[config.mk]
export PLATFORM = sky130hd
export DESIGN_NAME = exc_commit_unit
export DESIGN_NICKNAME = d
export VERILOG_FILES = /design/src/rtl/exc_commit_pkg.sv /design/src/rtl/exc_stage_slot.sv /design/src/rtl/exc_commit_arb.sv /design/src/rtl/exc_arch_regs.sv /design/src/rtl/exc_commit_unit.sv
export SDC_FILE = /design/constraint.sdc
export NUM_CORES = 1
export LEC_CHECK = 0
export BUFFER_PORTS_ARGS = -buffer_cell sky130_fd_sc_hd__buf_2
export CAP_MARGIN = 15
export CORE_MARGIN = 2
export CORE_UTILIZATION = 57
export CTS_BUF_LIST = sky130_fd_sc_hd__clkbuf_8
export DETAILED_ROUTE_END_ITERATION = 10
export PLACE_DENSITY = 0.83
export SYNTH_ARGS = -nofsm -noshare
export SYNTH_HDL_FRONTEND = slang
export SYNTH_HIERARCHICAL = 1
export SYNTH_SLANG_ARGS = --single-unit
[constraint.sdc]
create_clock -name clk -period 2.4 [get_ports clk]
set_input_delay 0.36 -clock clk [delete_from_list [all_inputs] [get_ports clk]]
set_output_delay 0.36 -clock clk [all_outputs]
set_load 0.01 [all_outputs]
[src/rtl/exc_commit_pkg.sv]
package exc_commit_pkg;

  localparam int CAUSE_W = 4;
  localparam int NSTG    = 3;   // tracked slots: decode, execute, memory

  typedef logic [CAUSE_W-1:0] cause_t;

  localparam cause_t CAUSE_NONE  = 4'd0;
  localparam cause_t CAUSE_FETCH = 4'd1;
  localparam cause_t CAUSE_ILLOP = 4'd2;
  localparam cause_t CAUSE_OVF   = 4'd3;
  localparam cause_t CAUSE_DATA  = 4'd4;
  localparam cause_t CAUSE_IRQ   = 4'd15;

  // Code a slot assigns when the stage feeding it flags a fault.
  function automatic cause_t slot_code(input int idx);
    case (idx)
      0:       return CAUSE_FETCH;
      1:       return CAUSE_ILLOP;
      default: return CAUSE_OVF;
    endcase
  endfunction

endpackage

[src/rtl/exc_stage_slot.sv]
module exc_stage_slot
  import exc_commit_pkg::*;
#(
  parameter int     PC_W       = 32,
  parameter cause_t LOCAL_CODE = CAUSE_FETCH
) (
  input  logic            clk,
  input  logic            rst,
  input  logic            flush,
  input  logic            in_valid,
  input  logic [PC_W-1:0] in_pc,
  input  logic            in_exc,
  input  cause_t          in_cause,
  input  logic            det,
  output logic            q_valid,
  output logic [PC_W-1:0] q_pc,
  output logic            q_exc,
  output cause_t          q_cause
);

  logic   nxt_exc;
  cause_t nxt_cause;

  // An older (earlier-stage) fault already carried keeps its code.
  always_comb begin
    nxt_exc   = in_valid && (in_exc || det);
    nxt_cause = in_exc ? in_cause : LOCAL_CODE;
  end

  always_ff @(posedge clk) begin
    if (rst || flush) begin
      q_valid <= 1'b0;
      q_exc   <= 1'b0;
    end else begin
      q_valid <= in_valid;
      q_exc   <= nxt_exc;
    end
  end

  always_ff @(posedge clk) begin
    if (rst) begin
      q_pc    <= '0;
      q_cause <= CAUSE_NONE;
    end else begin
      q_pc    <= in_pc;
      q_cause <= nxt_cause;
    end
  end

endmodule

[src/rtl/exc_commit_arb.sv]
module exc_commit_arb
  import exc_commit_pkg::*;
#(
  parameter int PC_W = 32
) (
  input  logic                       f_valid,
  input  logic [PC_W-1:0]            f_pc,
  input  logic [NSTG-1:0]            stg_valid,
  input  logic [NSTG-1:0][PC_W-1:0]  stg_pc,
  input  logic                       m_exc,
  input  cause_t                     m_cause,
  input  logic                       m_data_fault,
  input  logic                       irq_req,
  output logic                       take,
  output cause_t                     take_cause,
  output logic [PC_W-1:0]            take_epc
);

  localparam int MI = NSTG - 1;

  logic            any_live;
  logic            irq_take;
  logic            fault_take;
  logic [PC_W-1:0] oldest_pc;

  // Oldest live PC: memory first, fetch last.
  always_comb begin
    oldest_pc = f_pc;
    for (int i = 0; i < NSTG; i++) begin
      if (stg_valid[i]) oldest_pc = stg_pc[i];
    end
  end

  always_comb begin
    any_live   = f_valid || (|stg_valid);
    irq_take   = irq_req && any_live;
    fault_take = stg_valid[MI] && (m_exc || m_data_fault);
    take       = irq_take || fault_take;
    if (irq_take) begin
      take_cause = CAUSE_IRQ;
      take_epc   = oldest_pc;
    end else begin
      take_cause = m_exc ? m_cause : CAUSE_DATA;
      take_epc   = stg_pc[MI];
    end
  end

endmodule

[src/rtl/exc_arch_regs.sv]
module exc_arch_regs
  import exc_commit_pkg::*;
#(
  parameter int PC_W = 32
) (
  input  logic            clk,
  input  logic            rst,
  input  logic            we,
  input  logic [PC_W-1:0] epc_d,
  input  cause_t          cause_d,
  output logic [PC_W-1:0] epc_q,
  output cause_t          cause_q
);

  always_ff @(posedge clk) begin
    if (rst) begin
      epc_q   <= '0;
      cause_q <= CAUSE_NONE;
    end else if (we) begin
      epc_q   <= epc_d;
      cause_q <= cause_d;
    end
  end

endmodule

[src/rtl/exc_commit_unit.sv]
module exc_commit_unit
  import exc_commit_pkg::*;
#(
  parameter int              PC_W       = 32,
  parameter logic [PC_W-1:0] HANDLER_PC = 32'h0000_0180
) (
  input  logic            clk,
  input  logic            rst,
  input  logic            f_valid,
  input  logic [PC_W-1:0] f_pc,
  input  logic            f_addr_fault,
  input  logic            d_illegal_op,
  input  logic            e_overflow,
  input  logic            m_data_fault,
  input  logic            irq_req,
  output logic            kill_f,
  output logic            kill_d,
  output logic            kill_e,
  output logic            kill_wb,
  output logic            redirect_valid,
  output logic [PC_W-1:0] redirect_pc,
  output logic [PC_W-1:0] epc_q,
  output logic [3:0]      cause_q
);

  localparam int MI = NSTG - 1;

  logic [NSTG-1:0]           stg_valid;
  logic [NSTG-1:0][PC_W-1:0] stg_pc;
  logic [NSTG-1:0]           stg_exc;
  cause_t [NSTG-1:0]         stg_cause;
  logic [NSTG-1:0]           det_vec;

  logic            take;
  cause_t          take_cause;
  logic [PC_W-1:0] take_epc;
  cause_t          cause_r;

  // Detection flag feeding each slot, ordered fetch, decode, execute.
  assign det_vec = {e_overflow, d_illegal_op, f_addr_fault};

  for (genvar i = 0; i < NSTG; i++) begin : g_slot
    logic            in_v;
    logic [PC_W-1:0] in_p;
    logic            in_x;
    cause_t          in_c;
    if (i == 0) begin : g_head
      assign in_v = f_valid;
      assign in_p = f_pc;
      assign in_x = 1'b0;
      assign in_c = CAUSE_NONE;
    end else begin : g_chain
      assign in_v = stg_valid[i-1];
      assign in_p = stg_pc[i-1];
      assign in_x = stg_exc[i-1];
      assign in_c = stg_cause[i-1];
    end
    exc_stage_slot #(
      .PC_W      (PC_W),
      .LOCAL_CODE(slot_code(i))
    ) u_slot (
      .clk     (clk),
      .rst     (rst),
      .flush   (take),
      .in_valid(in_v),
      .in_pc   (in_p),
      .in_exc  (in_x),
      .in_cause(in_c),
      .det     (det_vec[i]),
      .q_valid (stg_valid[i]),
      .q_pc    (stg_pc[i]),
      .q_exc   (stg_exc[i]),
      .q_cause (stg_cause[i])
    );
  end

  exc_commit_arb #(.PC_W(PC_W)) u_arb (
    .f_valid     (f_valid),
    .f_pc        (f_pc),
    .stg_valid   (stg_valid),
    .stg_pc      (stg_pc),
    .m_exc       (stg_exc[MI]),
    .m_cause     (stg_cause[MI]),
    .m_data_fault(m_data_fault),
    .irq_req     (irq_req),
    .take        (take),
    .take_cause  (take_cause),
    .take_epc    (take_epc)
  );

  exc_arch_regs #(.PC_W(PC_W)) u_regs (
    .clk    (clk),
    .rst    (rst),
    .we     (take),
    .epc_d  (take_epc),
    .cause_d(take_cause),
    .epc_q  (epc_q),
    .cause_q(cause_r)
  );

  assign cause_q        = cause_r;
  assign kill_f         = take;
  assign kill_d         = take;
  assign kill_e         = take;
  assign kill_wb        = take;
  assign redirect_valid = take;
  assign redirect_pc    = take ? HANDLER_PC : '0;

endmodule

==> results.tsv, run 1 <==
metric	value	unit
gp_routability_congestion	0.732	
pwr_density_cell	785	nW/um2
clock_tree_from_tritoncts	built	
drt-wirelength-per-cell	14.6	um
number_of_buffers_inserted_during_clock_tree_synthesis	17	
die_area	11200	um2
timing.setup.critical_path_class	reg -> out	
met3RoutedLength	638	um
p_comb_share	9.5	%
layout.filler_cells	819	
antenna_found_initial	0	
fp.dieH	106	um
layout_worst_path_cycle_share	93.1	%
detailroute.via_count	3893	
grt_setup_unrepaired	no	
remaining_drc_errors	0	
synth_top_cells_by_area	dfxtp_1 (51%), mux2i_1 (12%), nor2b_1 (9.9%), mux2_2 (6.1%), buf_4 (5.6%)	
critical_path_arrival	1870	ps
final_nets	675	
floorplan.initialDensity	58.0	%
syn-cell-area	5910	um2
r2r-start	g_slot[1].u_slot/q_valid	
setup.worst_path.start	g_slot[1].u_slot/q_valid	
maxCapViolations	0	
status	completed	
setup_viol_count_final	0	
dp_slack	318	ps
layout_setup_ws	166	ps
grt_first_pass_wirelength	18.2	mm
detail_route.wirelength.met1	4.99	mm
synth.avg_cell_area	10.7	um2
holdCritStartpoint	e_overflow	
report.final.hold_viol_count	0	
leakagePower	2.83	nW
synth_top_area_cell	dfxtp_1	
synth_seq_area_share	50.8	%
clk_latency	440	ps
cts_buffer_depth	2	
critPathLaunchType	register	
placementRows	37	
clock_tree.htree_level_count	4	
buffer_type_at_the_clock_tree_root	clkbuf_8	
cell_internal_pwr	0.00399	W
first_drt_pass_iteration_count	4	
worstPathBufferInverterCount	1	
area_fraction_of_the_dominant_cell_type_after_synthesis	50.8	%
routed.top_layer	met4	
route.antenna.remaining_nets	0	
via_per_inst	4.97	
first_global_vias	3759	
worstMarginPinSlew	537	ps
post-synth-top-count-cell	dfxtp_1	
setup.reg_to_reg.worst_slack	270	ps
port-buffer-count	82	
synthTopCellsByCount	dfxtp_1 (150), nor2b_1 (94), mux2i_1 (68)	
design.portCount	113	
holdPathStages	2	
cts_sinks	150	
path_clk_slew	80	ps
synth_cell_types	28	
clock.fmax	0.448	GHz
final_layout_size_suffix_gt1_share	26.9	%
critPathMaxStageDelay	440	ps
grt_start_max_net_pins	77	
crit_path_cell_trace	or3_4, o21ai_2, nand2_4, buf_2	
final_cell_area	6670	um2
asyncSetResetFlopFracSynth	0	%
postSynthRegisterBits	150	
timing.reg2reg.worst_path_depth	7	
setup_total_negative_slack	0	ps
p_seq_share	50.3	%
hp-class	in -> reg	
num_antenna_cells	0	
clock-skew-final	7.70	ps
die-width	106	um
dpl_cell_area	6190	um2
fin_crit	2230	ps
detail_route.iter0.violations	139	
wl_met2	5.67	mm
slew_headroom	64.2	%
vdd_ir_drop_max	0.495	mV
timing.critical_path.max_delay_family	simple AND/OR/NAND/NOR gates	
slew_viol_final	0	
hpwlAfterDp	7.12	mm
worstPathRequired	2040	ps
routed_wl	11.4	mm
proportion_of_power_drawn_by_the_clock_network	40.2	%
p_sw	0.00124	W
global_route.usage.total	20.8	%
number_of_enable_type_register_cells_in_the_synthesized_netlist	0	
core_area	10200	um2
timing.critical_path.fanout_max	12	
p_sw_share	23.7	%
synthesis.yosys.warnings	6	
worst_setup_path_end_kind	output pin	
timing.critical_path.depth	4	
timing.critical_path.slowest_stage_cell	or3_4	
flow.area_growth_from_synthesis	12.7	%
syn_inst	555	
globalRoute.totalOverflow	0	
yosys_most_used_dff	dfxtp_1	
## through the flow
| stage | hold WS (ps) | std cells | util (%) | total power (W) |
|---|---|---|---|---|
| 2_1_floorplan | 406 | 591 | - | 0.00309 |
| 3_3_place_gp | 411 | 748 | 60.8 | 0.00315 |
| 3_5_place_dp | 411 | 748 | 60.8 | 0.00317 |
| 4_1_cts | 103 | 780 | 65.1 | 0.00525 |
| 5_1_grt | 109 | 784 | 65.4 | 0.00543 |
| 6_report | 117 | 784 | 65.4 | 0.00523 |
## repair_timing
action,in CTS,in global routing
hold buffers,0,0
endpoints found under the setup margin,7,7
setup buffers,0,4
gates resized for setup,1,0
## path summary, 6_finish.rpt
check	to
setup reg to reg	u_regs/epc_q[30]
setup / recovery	redirect_valid
hold / removal	g_slot[2].u_slot/q_exc
hold reg to reg	g_slot[1].u_slot/q_cause[0]
## registers in the layout, indices dropped and copies added (netlist names)
name	count
g_slot.u_slot/q_pc	96
g_slot.u_slot/q_valid	3
u_regs/cause_q	4
g_slot.u_slot/q_cause	12
u_regs/epc_q	32
g_slot.u_slot/q_exc	3
## logic make-up (layout without fill, tap and decap cells)
| kind of cell | after synthesis | after routing | share of synthesized area, % |
|---|---|---|---|
| buf+inv | 74 | 131 | 9.46 |
| mux | 100 | 100 | 17.6 |
| compound gates | 73 | 73 | 6.37 |
| flops | 150 | 150 | 50.8 |
| simple gates | 157 | 157 | 15.7 |
| other cells | 1 | 37 | 0.0634 |
## layout by cell type, fill, tap and decap left out, types with 2 or more instances in the layout
master,instances
nor2b_1,94
buf_12,2
mux2i_1,68
dfxtp_1,148
o21ai_0,54
nor2_1,36
dfxtp_2,2
mux2_2,32
clkbuf_8,19
and2_1,6
inv_1,5
clkinvlp_4,3
nor3b_2,3
and3b_2,2
conb_1,37
bufinv_16,4
and2b_2,4
o21ai_1,11
nand2_1,6
o21a_1,3
buf_2,81
a21oi_1,4
clkinv_2,3
buf_4,12
## cell type report
class / count / area [um2] / share of cell area [%]
timing repair buffer: 95 / 536 / 8.03
sequential: 150 / 3010 / 45.1
clock buffer: 19 / 262 / 3.92
tap: 136 / 170 / 2.55
clock inverter: 13 / 179 / 2.68
inverter: 4 / 15.0 / 0.225
multi-input combinational: 367 / 2500 / 37.5
## power groups by stage
stage / registers, W / logic (W) / clock network [W]
6_report: 0.00263 / 0.000498 / 0.00211
5_1_grt: 0.00264 / 0.000543 / 0.00224
3_3_place_gp: 0.00268 / 0.000471 / 0
3_5_place_dp: 0.00269 / 0.000486 / 0
4_1_cts: 0.00263 / 0.000489 / 0.00213
2_1_floorplan: 0.00268 / 0.000405 / 0
## layer usage
metal / track usage (%) / vias to the layer above
met5: 0 / -
met1: 24.5 / 1833
li1: - / 1919
met2: 36.6 / 126
met4: 7.33 / 0
met3: 5.01 / 15
## worst register-to-register path: cells and delay by family (launching register included)
family	cells	cell delay [ps]
compound gates	2	310
buf+inv	2	790
flops	1	520
mux	1	200
simple gates	2	180
Note: power is estimated with default switching activity, not from simulation.
==> run 2, diff against run 1 <==
clock period = 2.2 ns   (was 2.4 ns; I/O delays follow)
==> results.tsv, run 2 (synthesized netlist as in run 1, its figures left out) <==
metric	value	unit	change
gp_routability_congestion	0.790		+7.9%
holdBufCountCts	0		unchanged
route.antenna.remaining_nets	0		unchanged
grtUsageMet1	24.7	%	+0.15 points
pwr_density_cell	846	nW/um2	+7.8%
worstPathRequired	1870	ps	-170 ps
first_global_vias	3846		+2.3%
num_antenna_cells	0		unchanged
p_sw	0.00132	W	+6.5%
setup_total_negative_slack	0	ps	unchanged
p_sw_share	23.6	%	-0.12 points
post-place-cells	750		+0.27%
die-width	106	um	unchanged
flow.area_growth_from_synthesis	12.0	%	
timing.hold.worst_endpoint	g_slot[1].u_slot/q_exc		
r2r-start	g_slot[0].u_slot/q_valid		
design.portCount	113		unchanged
routed_wl	11.3	mm	-0.78%
grtUsageMet2	36.1	%	-0.55 points
via_per_inst	4.98		+0.33%
setup_viol_count_final	0		unchanged
clock-skew-final	14.4	ps	+6.71 ps
holdCritStartpoint	d_illegal_op		
antenna_found_initial	0		unchanged
post_cts_resize_count	0		-1
first_drt_pass_iteration_count	7		+3
hpwlAfterDp	7.03	mm	-1.2%
path_clk_slew	80	ps	about the same
postCtsSetupBuffers	0		unchanged
grt_max_usage_layer	met2		
placementRows	37		unchanged
drt-wirelength-per-cell	14.5	um	-0.27%
p_comb_share	9.6	%	about the same
report.final.hold_viol_count	0		unchanged
final_nets	673		-0.30%
vdd_ir_drop_max	0.579	mV	+17%
final_cells	780		-0.51%
mostFrequentLayoutCells	dfxtp_1 (148), nor2b_1 (94), buf_2 (81)		
worst_setup_path_end_kind	output pin		
hp-class	in -> reg		
buffer_type_at_the_clock_tree_root	clkbuf_8		
cts_buffer_depth	2		unchanged
setup.reg_to_reg.worst_slack	340	ps	+70 ps
number_of_buffers_inserted_during_clock_tree_synthesis	17		unchanged
detail_route.iter0.violations	128		-7.9%
grt_util_met3	5.26	%	+0.25 points
layout.filler_cells	810		-1.1%
timing.critical_path.fanout_max	9		-3
grt_setup_unrepaired	no		
clock.fmax	0.489	GHz	
holdPathStages	2		unchanged
globalRoute.totalOverflow	0		unchanged
fp.dieH	106	um	unchanged
clock_tree.htree_level_count	4		unchanged
global_route.usage.total	20.9	%	+0.16 points
dp_slack	238	ps	-79.4 ps
slew_viol_final	0		unchanged
die_area	11200	um2	unchanged
fin_worst_hold_slack	113	ps	-4.06 ps
remaining_drc_errors	0		unchanged
p_seq_share	51.2	%	+0.9 points
critical_path_arrival	1710	ps	-160 ps
final_core_utilization	65.0	%	-0.42 points
clock_tree_from_tritoncts	built		
cts_sinks	150		unchanged
layout_setup_ws	155	ps	-10.9 ps
worst_r2r_endpoint	g_slot[0].u_slot/q_exc		
floorplan.initialDensity	58.0	%	unchanged
maxCapViolations	0		unchanged
grt_start_max_net_pins	67		-13%
top_regs	g_slot.u_slot/q_pc x96, u_regs/epc_q x32, g_slot.u_slot/q_cause x12		
largest_reg_flops	96		unchanged
leakagePower	2.81	nW	-0.77%
largest_register	g_slot.u_slot/q_pc		
final_layout_size_suffix_gt1_share	26.4	%	-0.45 points
detailroute.via_count	3886		-0.18%
core_area	10200	um2	unchanged
status	completed		
layout.cells.most_common	dfxtp_1		
critPathLaunchType	register		
clk_latency	430	ps	about the same
timing.setup.critical_path_class	reg -> out		
timing.reg2reg.worst_path_depth	6		-1
fin_crit	2040	ps	
layout_worst_path_cycle_share	92.9	%	
port-buffer-count	82		unchanged
grt_first_pass_wirelength	18.3	mm	+0.88%
cell_internal_pwr	0.00428	W	+7.3%
proportion_of_power_drawn_by_the_clock_network	39.3	%	-0.9 points
## run 2: cell types whose count changed in the layout (fill, tap and decap cells not counted)
cell	delta
clkbuf_8	-2
clkinv_4	+2
clkinvlp_4	-1
nand2_4	-1
nand2_2	+1
buf_4	-2
clkinv_2	-1
## run 2: power groups by stage
stage	combinational [W]	clock (W)	sequential, W
after global routing	0.000589	0.00236	0.00288
final	0.000536	0.00220	0.00287
after CTS	0.000537	0.00225	0.00287
after floorplan	0.000442	0	0.00293
after detailed placement	0.000532	0	0.00293
after global placement	0.000515	0	0.00292
## run 2: worst max-delay path by stage
stage,from,to,cells past startpoint
2_1_floorplan,g_slot[1].u_slot/q_valid,u_regs/epc_q[0],8
3_3_place_gp,f_valid,g_slot[0].u_slot/q_exc,7
3_5_place_dp,f_valid,g_slot[0].u_slot/q_exc,7
4_1_cts,g_slot[0].u_slot/q_valid,redirect_pc[8],4
5_1_grt,g_slot[0].u_slot/q_valid,redirect_pc[8],4
6_report,g_slot[0].u_slot/q_valid,redirect_pc[8],4
## run 2: through the flow
stage | cell area [um2] | total power, W
CTS | 6620 | 0.00566
global placement | 6200 | 0.00344
global route | 6620 | 0.00583
finish | 6620 | 0.00561
floorplan | 6050 | 0.00337
detailed placement | 6200 | 0.00346
## run 2: critical path, stage by stage, from the launching register on
cell and delay [ps]:
dfxtp_2 350, or3_4 390, o21ai_2 230, nand2_2 150, buf_2 170
## run 2: cell type report
class                           count  area [um2]  area share (%)
Clock inverter                     13         184            2.78
Inverter                            4        15.0           0.227
Timing Repair Buffer               93         520            7.86
Multi-Input combinational cell    367        2490            37.7
Tap cell                          136         170            2.57
Sequential cell                   150        3010            45.4
Clock buffer                       17         234            3.53
## run 2: layer usage
metal  up-vias  wire [um]
li1       1915          -
met4         0        188
met5         -          0
met2       105       5590
met1      1851       5020
met3        15        529
